$ cat src/rtl/hpt_pkg.sv
package hpt_pkg;

    // decoded register field of one 32-bit access
    typedef enum logic [3:0] {
        F_NONE,
        F_CAP_LO,  F_CAP_HI,
        F_GCFG_LO, F_GCFG_HI,
        F_STAT_LO, F_STAT_HI,
        F_CNT_LO,  F_CNT_HI,
        F_CCFG_LO, F_CCFG_HI,
        F_CCMP_LO, F_CCMP_HI,
        F_CRT_LO,  F_CRT_HI
    } fld_e;

    localparam logic [9:0] OFS_CAP     = 10'h000;
    localparam logic [9:0] OFS_GCFG    = 10'h010;
    localparam logic [9:0] OFS_STAT    = 10'h020;
    localparam logic [9:0] OFS_CNT     = 10'h0F0;
    localparam logic [9:0] OFS_CH_BASE = 10'h100;
    localparam int         CH_STRIDE_LG = 5;

    localparam logic [31:0] CCFG_WMASK = 32'h0000_7F4E;
    localparam logic [31:0] CCFG_FIXED = 32'h0000_0030;
    localparam logic [31:0] CAP_BASE   = 32'h0000_A001;

    function automatic int clamp_ch(input int req, input int max_ch);
        int r;
        r = (req < 3) ? 3 : req;
        return (r > max_ch) ? max_ch : r;
    endfunction

endpackage

$ cat src/rtl/hpt_addr_decode.sv
module hpt_addr_decode
    import hpt_pkg::*;
#(
    parameter  int MAX_CH = 8,
    parameter  int CH     = 3,
    localparam int IW     = $clog2(MAX_CH)
) (
    input  logic [9:0]    addr_i,
    output fld_e          fld_o,
    output logic [IW-1:0] ch_idx_o
);

    logic [9:0] rel;

    always_comb begin
        rel      = addr_i - OFS_CH_BASE;
        fld_o    = F_NONE;
        ch_idx_o = '0;
        if (addr_i < OFS_CH_BASE) begin
            case (addr_i)
                OFS_CAP:          fld_o = F_CAP_LO;
                OFS_CAP + 10'h4:  fld_o = F_CAP_HI;
                OFS_GCFG:         fld_o = F_GCFG_LO;
                OFS_GCFG + 10'h4: fld_o = F_GCFG_HI;
                OFS_STAT:         fld_o = F_STAT_LO;
                OFS_STAT + 10'h4: fld_o = F_STAT_HI;
                OFS_CNT:          fld_o = F_CNT_LO;
                OFS_CNT + 10'h4:  fld_o = F_CNT_HI;
                default:          fld_o = F_NONE;
            endcase
        end else if (int'(rel[9:CH_STRIDE_LG]) < CH) begin
            ch_idx_o = rel[CH_STRIDE_LG +: IW];
            case (rel[CH_STRIDE_LG-1:0])
                5'h00:   fld_o = F_CCFG_LO;
                5'h04:   fld_o = F_CCFG_HI;
                5'h08:   fld_o = F_CCMP_LO;
                5'h0C:   fld_o = F_CCMP_HI;
                5'h10:   fld_o = F_CRT_LO;
                5'h14:   fld_o = F_CRT_HI;
                default: fld_o = F_NONE;
            endcase
        end
    end

endmodule

$ cat src/rtl/hpt_chan_regs.sv
module hpt_chan_regs
    import hpt_pkg::*;
(
    input  logic        clk,
    input  logic        rst_n,
    input  logic        we_cfg_i,
    input  logic        we_cmp_lo_i,
    input  logic        we_cmp_hi_i,
    input  logic        we_rt_lo_i,
    input  logic        we_rt_hi_i,
    input  logic [31:0] wdata_i,
    output logic [31:0] cfg_o,
    output logic [63:0] cmp_o,
    output logic [63:0] route_o
);

    typedef struct packed {
        logic [31:0] cfg;
        logic [63:0] cmp;
        logic [63:0] rt;
    } chan_st_t;

    localparam chan_st_t RST_ST = '{cfg: CCFG_FIXED, cmp: '1, rt: '0};

    chan_st_t st_d, st_q;

    always_comb begin
        st_d = st_q;
        if (we_cfg_i)    st_d.cfg        = (wdata_i & CCFG_WMASK) | CCFG_FIXED;
        if (we_cmp_lo_i) st_d.cmp[31:0]  = wdata_i;
        if (we_cmp_hi_i) st_d.cmp[63:32] = wdata_i;
        if (we_rt_lo_i)  st_d.rt[31:0]   = wdata_i;
        if (we_rt_hi_i)  st_d.rt[63:32]  = wdata_i;
    end

    always_ff @(posedge clk or negedge rst_n) begin
        if (!rst_n) st_q <= RST_ST;
        else        st_q <= st_d;
    end

    assign cfg_o   = st_q.cfg;
    assign cmp_o   = st_q.cmp;
    assign route_o = st_q.rt;

endmodule

$ cat src/rtl/hpt_regfile.sv
module hpt_regfile
    import hpt_pkg::*;
#(
    parameter int          MAX_CH    = 8,
    parameter int          NUM_CH    = 4,
    parameter logic [31:0] PERIOD_FS = 32'd10_000_000,
    parameter logic [31:0] ROUTE_CAP = 32'h00F0_0000
) (
    input  logic                 clk,
    input  logic                 rst_n,
    input  logic                 tick_i,
    input  logic [9:0]           bus_addr_i,
    input  logic                 bus_wr_i,
    input  logic [31:0]          bus_wdata_i,
    output logic [31:0]          bus_rdata_o,
    input  logic [MAX_CH-1:0]    irq_status_i,
    output logic [63:0]          count_o,
    output logic                 run_o,
    output logic                 legacy_o,
    output logic [MAX_CH*32-1:0] ch_cfg_o,
    output logic [MAX_CH*64-1:0] ch_cmp_o,
    output logic [MAX_CH*64-1:0] ch_route_o,
    output logic [MAX_CH-1:0]    ch_cmp_wr_o,
    output logic [MAX_CH-1:0]    ch_arm_o,
    output logic [MAX_CH-1:0]    ch_disarm_o,
    output logic [MAX_CH-1:0]    status_clr_o
);

    localparam int CH = clamp_ch(NUM_CH, MAX_CH);
    localparam int IW = $clog2(MAX_CH);
    localparam logic [MAX_CH-1:0] VALID  = MAX_CH'((64'd1 << CH) - 64'd1);
    localparam logic [31:0]       CAP_LO = CAP_BASE | (32'(CH - 1) << 8);

    typedef struct packed {
        logic [63:0]       cnt;
        logic              run;
        logic              legacy;
        logic [MAX_CH-1:0] arm;
        logic [MAX_CH-1:0] disarm;
        logic [MAX_CH-1:0] clr;
        logic [MAX_CH-1:0] cmpwr;
    } glb_st_t;

    glb_st_t st_d, st_q;

    fld_e          fld, wr_fld;
    logic [IW-1:0] ch_idx;

    logic [MAX_CH-1:0][31:0] cfg_a;
    logic [MAX_CH-1:0][63:0] cmp_a;
    logic [MAX_CH-1:0][63:0] rt_a;

    hpt_addr_decode #(.MAX_CH(MAX_CH), .CH(CH)) u_dec (
        .addr_i   (bus_addr_i),
        .fld_o    (fld),
        .ch_idx_o (ch_idx)
    );

    assign wr_fld = bus_wr_i ? fld : F_NONE;

    for (genvar g = 0; g < MAX_CH; g++) begin : g_ch
        if (g < CH) begin : g_impl
            logic sel;
            assign sel = (ch_idx == IW'(g));
            hpt_chan_regs u_regs (
                .clk         (clk),
                .rst_n       (rst_n),
                .we_cfg_i    (sel && wr_fld == F_CCFG_LO),
                .we_cmp_lo_i (sel && wr_fld == F_CCMP_LO),
                .we_cmp_hi_i (sel && wr_fld == F_CCMP_HI),
                .we_rt_lo_i  (sel && wr_fld == F_CRT_LO),
                .we_rt_hi_i  (sel && wr_fld == F_CRT_HI),
                .wdata_i     (bus_wdata_i),
                .cfg_o       (cfg_a[g]),
                .cmp_o       (cmp_a[g]),
                .route_o     (rt_a[g])
            );
        end else begin : g_absent
            assign cfg_a[g] = '0;
            assign cmp_a[g] = '0;
            assign rt_a[g]  = '0;
        end
    end

    // next-state of counter, global config and channel-side pulses
    always_comb begin
        st_d        = st_q;
        st_d.arm    = '0;
        st_d.disarm = '0;
        st_d.clr    = '0;
        st_d.cmpwr  = '0;
        if (st_q.run && tick_i) st_d.cnt = st_q.cnt + 64'd1;
        case (wr_fld)
            F_CNT_LO: st_d.cnt = {st_q.cnt[63:32], bus_wdata_i};
            F_CNT_HI: st_d.cnt = {bus_wdata_i, st_q.cnt[31:0]};
            F_GCFG_LO: begin
                st_d.run    = bus_wdata_i[0];
                st_d.legacy = bus_wdata_i[1];
                if (bus_wdata_i[0] && !st_q.run) begin
                    for (int i = 0; i < MAX_CH; i++)
                        st_d.arm[i] = VALID[i] && (cmp_a[i] != '1);
                end
                if (!bus_wdata_i[0] && st_q.run) begin
                    st_d.disarm = VALID;
                    st_d.clr    = VALID;
                end
            end
            F_STAT_LO: st_d.clr = bus_wdata_i[MAX_CH-1:0] & irq_status_i & VALID;
            F_CCMP_LO, F_CCMP_HI: st_d.cmpwr[ch_idx] = 1'b1;
            default: ;
        endcase
    end

    always_ff @(posedge clk or negedge rst_n) begin
        if (!rst_n) st_q <= '0;
        else        st_q <= st_d;
    end

    // read mux
    always_comb begin
        case (fld)
            F_CAP_LO:  bus_rdata_o = CAP_LO;
            F_CAP_HI:  bus_rdata_o = PERIOD_FS;
            F_GCFG_LO: bus_rdata_o = {30'b0, st_q.legacy, st_q.run};
            F_STAT_LO: bus_rdata_o = 32'(irq_status_i & VALID);
            F_CNT_LO:  bus_rdata_o = st_q.cnt[31:0];
            F_CNT_HI:  bus_rdata_o = st_q.cnt[63:32];
            F_CCFG_LO: bus_rdata_o = cfg_a[ch_idx];
            F_CCFG_HI: bus_rdata_o = ROUTE_CAP;
            F_CCMP_LO: bus_rdata_o = cmp_a[ch_idx][31:0];
            F_CCMP_HI: bus_rdata_o = cmp_a[ch_idx][63:32];
            F_CRT_LO:  bus_rdata_o = rt_a[ch_idx][31:0];
            F_CRT_HI:  bus_rdata_o = rt_a[ch_idx][63:32];
            default:   bus_rdata_o = '0;
        endcase
    end

    assign count_o      = st_q.cnt;
    assign run_o        = st_q.run;
    assign legacy_o     = st_q.legacy;
    assign ch_cfg_o     = cfg_a;
    assign ch_cmp_o     = cmp_a;
    assign ch_route_o   = rt_a;
    assign ch_cmp_wr_o  = st_q.cmpwr;
    assign ch_arm_o     = st_q.arm;
    assign ch_disarm_o  = st_q.disarm;
    assign status_clr_o = st_q.clr;

endmodule

$ cat config.mk
export PLATFORM = sky130hd
export DESIGN_NAME = hpt_regfile
export DESIGN_NICKNAME = d
export VERILOG_FILES = /design/src/rtl/hpt_pkg.sv /design/src/rtl/hpt_addr_decode.sv /design/src/rtl/hpt_chan_regs.sv /design/src/rtl/hpt_regfile.sv
export SDC_FILE = /design/constraint.sdc
export NUM_CORES = 1
export LEC_CHECK = 0
export BUFFER_PORTS_ARGS = -buffer_cell sky130_fd_sc_hd__buf_4
export CORE_AREA = 2 2 564 566
export DETAILED_ROUTE_END_ITERATION = 12
export DIE_AREA = 0 0 566 568
export GPL_ROUTABILITY_DRIVEN = 0
export PLACE_DENSITY = 0.39
export SLEW_MARGIN = 20
export SYNTH_ARGS = -nofsm -noshare
export SYNTH_HDL_FRONTEND = slang
export SYNTH_SLANG_ARGS = --single-unit
$ cat constraint.sdc
create_clock -name clk -period 2.65 [get_ports clk]
set_input_delay 0.1325 -clock clk [delete_from_list [all_inputs] [get_ports clk]]
set_output_delay 0.1325 -clock clk [all_outputs]
set_load 0.05 [all_outputs]
==> results.yml <==
run_status:
  run_status: "complete, but fails checks"
  failed_checks: "negative setup slack"
cts:
  worstSkewPairLatency_ns: 0.72
  cts.path.max_buffers: 3
  numClockSinks: 639
  ctsRootBufferMaster: "clkbuf_16"
  total_number_of_h_tree_levels: 3
  numCtsBuffers: 77
  cts.clk_slew.worst_paths_ns: 0.06
  tritoncts_clock_tree: "yes"
sta:
  rsz0062_at_grt: "true"
  final.period_utilization: 1.074
  maxSlewViolCount: 0
  clock-skew-final_ns: 0.03892
  transition_time_of_the_tightest_slew_check_pin_ns: 0.7404
  fmaxAchievable_mhz: 351.4
  final.min_clock_period_ns: 2.846
  max_slew_margin: 0.5042
  final.setup.worst_slack_ns: -0.1960
  final-hold-violation-count: 0
  setup-violations-final: 7
power:
  p_leak_nw: 24.65
  max-vdd-ir-drop_mv: 0.4258
  p_per_area_mw_per_mm2: 481.0
floorplan:
  initial_core_util: 0.1218
  top_level_ports: 1464
  core-area_mm2: 0.3162
  die_w_um: 566
  floorplan.die_area_mm2: 0.3215
  num_rows: 207
  die_span_y_um: 568
grt:
  grt_first_pass_wirelength_um: 324100
  grt_start_max_net_pins: 86
  gr-total-overflow: 0
  antenna_found_initial: 27
  grtUsageTotal: 0.1501
  number_of_global_route_vias_before_repair: 31630
routing:
  drt_iter0_drc: 2634
  drt_pass1_iterations: 6
  vias_per_cell: 3.669
  ant_nets: 0
  vias: 32650
  routed_len_inst_um: 28.35
  drc_violations_left: 0
  totalWireLength_um: 252300
synth:
  synth_cells: 3555
  synth_enable_flop_cells: 0
  synth_area_mm2: 0.03851
  most_used_flip_flop_cell_after_synthesis: "dfrtp_1"
  synthesis.yosys.warnings: 0
  postSynthRegisterBits: 639
  synth_sequential_area_ratio: 0.4236
  avgSynthCellArea_um2: 10.83
  netlist-cell-type-count: 84
  async_flop_share: 1.000
finish:
  area.growth.synth_to_final_pct: 40.23
  final_core_util: 0.1707
  drive_gt1_frac: 0.4825
  nFillCells: 35260
  layout.cells.most_common: "buf_4"
  num-nets-final: 4709
  most-common-layout-cells: "buf_4, conb_1, mux2_2, dfrtp_1, dfstp_2"
worst_setup_path:
  critical_path_required_ns: 2.52
  kind_of_launch_point_of_the_worst_setup_path: "flop"
  end_kind: "output port"
  crit_fanout: 2
  critical_path.top_delay_family: "compound AO/OA/AOI/OAI gates"
  slowest_delay_ns: 0.63
  worst-endpoint-arrival_ns: 2.71
  cell_with_the_largest_stage_delay_on_the_worst_path: "o211ai_1"
  cp.buffers_inverters: 1
  critical_path_class: "reg2out"
  cp_cell_sequence: "nor2_1 > a21oi_1 > o211ai_1 > nand4_1 > buf_6"
place:
  worst_slack_placed_ns: -0.7156
  post-dp-hpwl_um: 200800
  buffer_ports.inserted: 723
run:
  cap_violations: 0
hold_path:
  min-delay-path-class: "in2async"
logic make-up after synthesis:
kind of cell	Yosys count	share of synthesized area
buffers and inverters	1013	0.1784
muxes	704	0.2121
and+or+nand+nor	640	0.09173
other	2	0.0001950
AOI/OAI and AO/OA	556	0.09368
adders and majority gates	1	0.0003249
DFF	639	0.4236
metal layers:
| metal | vias up | global-route usage | part of all wire |
|---|---|---|---|
| met3 | 325 | 0.03324 | 0.067 |
| met2 | 1799 | 0.2713 | 0.51 |
| met5 | - | 0 | 0.00016 |
| li1 | 13540 | - | - |
| met1 | 16980 | 0.1666 | 0.37 |
| met4 | 6 | 0.06842 | 0.054 |
final cells by class:
cell class / instances / area [µm²] / share of cell area
diodes: 5 / 12.51 / 0.0002317
clock buffers: 107 / 2160 / 0.03999
clock inverters: 31 / 386.6 / 0.007160
inverters: 27 / 103.9 / 0.001923
multi-input cells: 2641 / 18970 / 0.3512
flip-flops and latches: 639 / 16320 / 0.3023
well taps: 4180 / 5230 / 0.09686
repair buffers: 1268 / 10810 / 0.2003
state kept, by name, indices dropped and copies added, names as in the netlist:
| name | flops |
|---|---|
| g_ch.g_impl.u_regs.cmp_o | 256 |
| ch_disarm_o | 1 |
| g_ch.g_impl.u_regs.route_o | 256 |
| ch_cmp_wr_o | 8 |
| run_o | 1 |
| count_o | 64 |
| status_clr_o | 4 |
| ch_arm_o | 4 |
| legacy_o | 1 |
| g_ch.g_impl.u_regs.cfg_o | 44 |
timing repair:
action	in CTS	in global routing
buffers inserted	37	26
pin swaps	48	33
setup endpoints to repair	31	27
resized for setup	182	49
gates cloned	1	0
hold endpoints to repair	455	0
hold buffers	31	0
per-stage QoR:
step | setup TNS, ns | cell area [µm²] | power, W | hold WS [ns] | std cells
global placement | -29.64 | 49550 | 0.01472 | 0.1612 | 8664
global route | -1.549 | 53990 | 0.02676 | 0.02885 | 8894
finish | -0.6425 | 54000 | 0.02597 | 0.04089 | 8898
CTS | -1.800 | 53560 | 0.02622 | 0.0009180 | 8870
floorplan | 0 | 41280 | 0.01420 | -0.1631 | 4293
detailed placement | -26.69 | 49550 | 0.01472 | 0.1516 | 8664
synthesized netlist by cell type, types with 37 or more instances:
library cell / number / area (µm²)
nand4_1: 100 / 625.6
nor2_1: 155 / 581.8
mux2_2: 460 / 5180
nand2_1: 117 / 439.2
a22oi_1: 42 / 315.3
o22ai_1: 37 / 231.5
o21ai_0: 119 / 595.6
mux2_1: 114 / 1284
buf_4: 758 / 5690
a221oi_1: 45 / 394.1
mux2i_1: 98 / 980.9
dfstp_2: 256 / 6726
a21oi_1: 137 / 685.7
dfrtp_1: 383 / 9584
clkbuf_1: 116 / 435.4
buf_2: 75 / 375.4
nand3_1: 54 / 270.3
worst paths after layout:
kind	from	to	slack, ns	cells after the start
setup / recovery	g_ch[2].g_impl.u_regs.route_o[47]$_DFFE_PN0P_	bus_rdata_o[15]	-0.20	5
hold / removal	rst_n	g_ch[2].g_impl.u_regs.cfg_o[2]$_DFFE_PN0P_	0.04	2
setup reg to reg	count_o[0]$_DFFE_PN0P_	count_o[56]$_DFFE_PN0P_	0.14	8
hold reg to reg	g_ch[1].g_impl.u_regs.route_o[49]$_DFFE_PN0P_	g_ch[1].g_impl.u_regs.route_o[49]$_DFFE_PN0P_	0.51	1
max in group asynchronous	rst_n	g_ch[2].g_impl.u_regs.route_o[35]$_DFFE_PN0P_	1.52	3
min in group clk	bus_wdata_i[16]	g_ch[1].g_impl.u_regs.route_o[48]$_DFFE_PN0P_	0.05	2
power breakdown:
group / switching [W] / internal (W) / total, W
Sequential: 0.000130 / 0.00991 / 0.0100
Combinational: 0.00399 / 0.000671 / 0.00466
Clock: 0.00494 / 0.00633 / 0.0113
Total: 0.00906 / 0.0169 / 0.0260
Note: power is estimated with default switching activity, not from simulation.
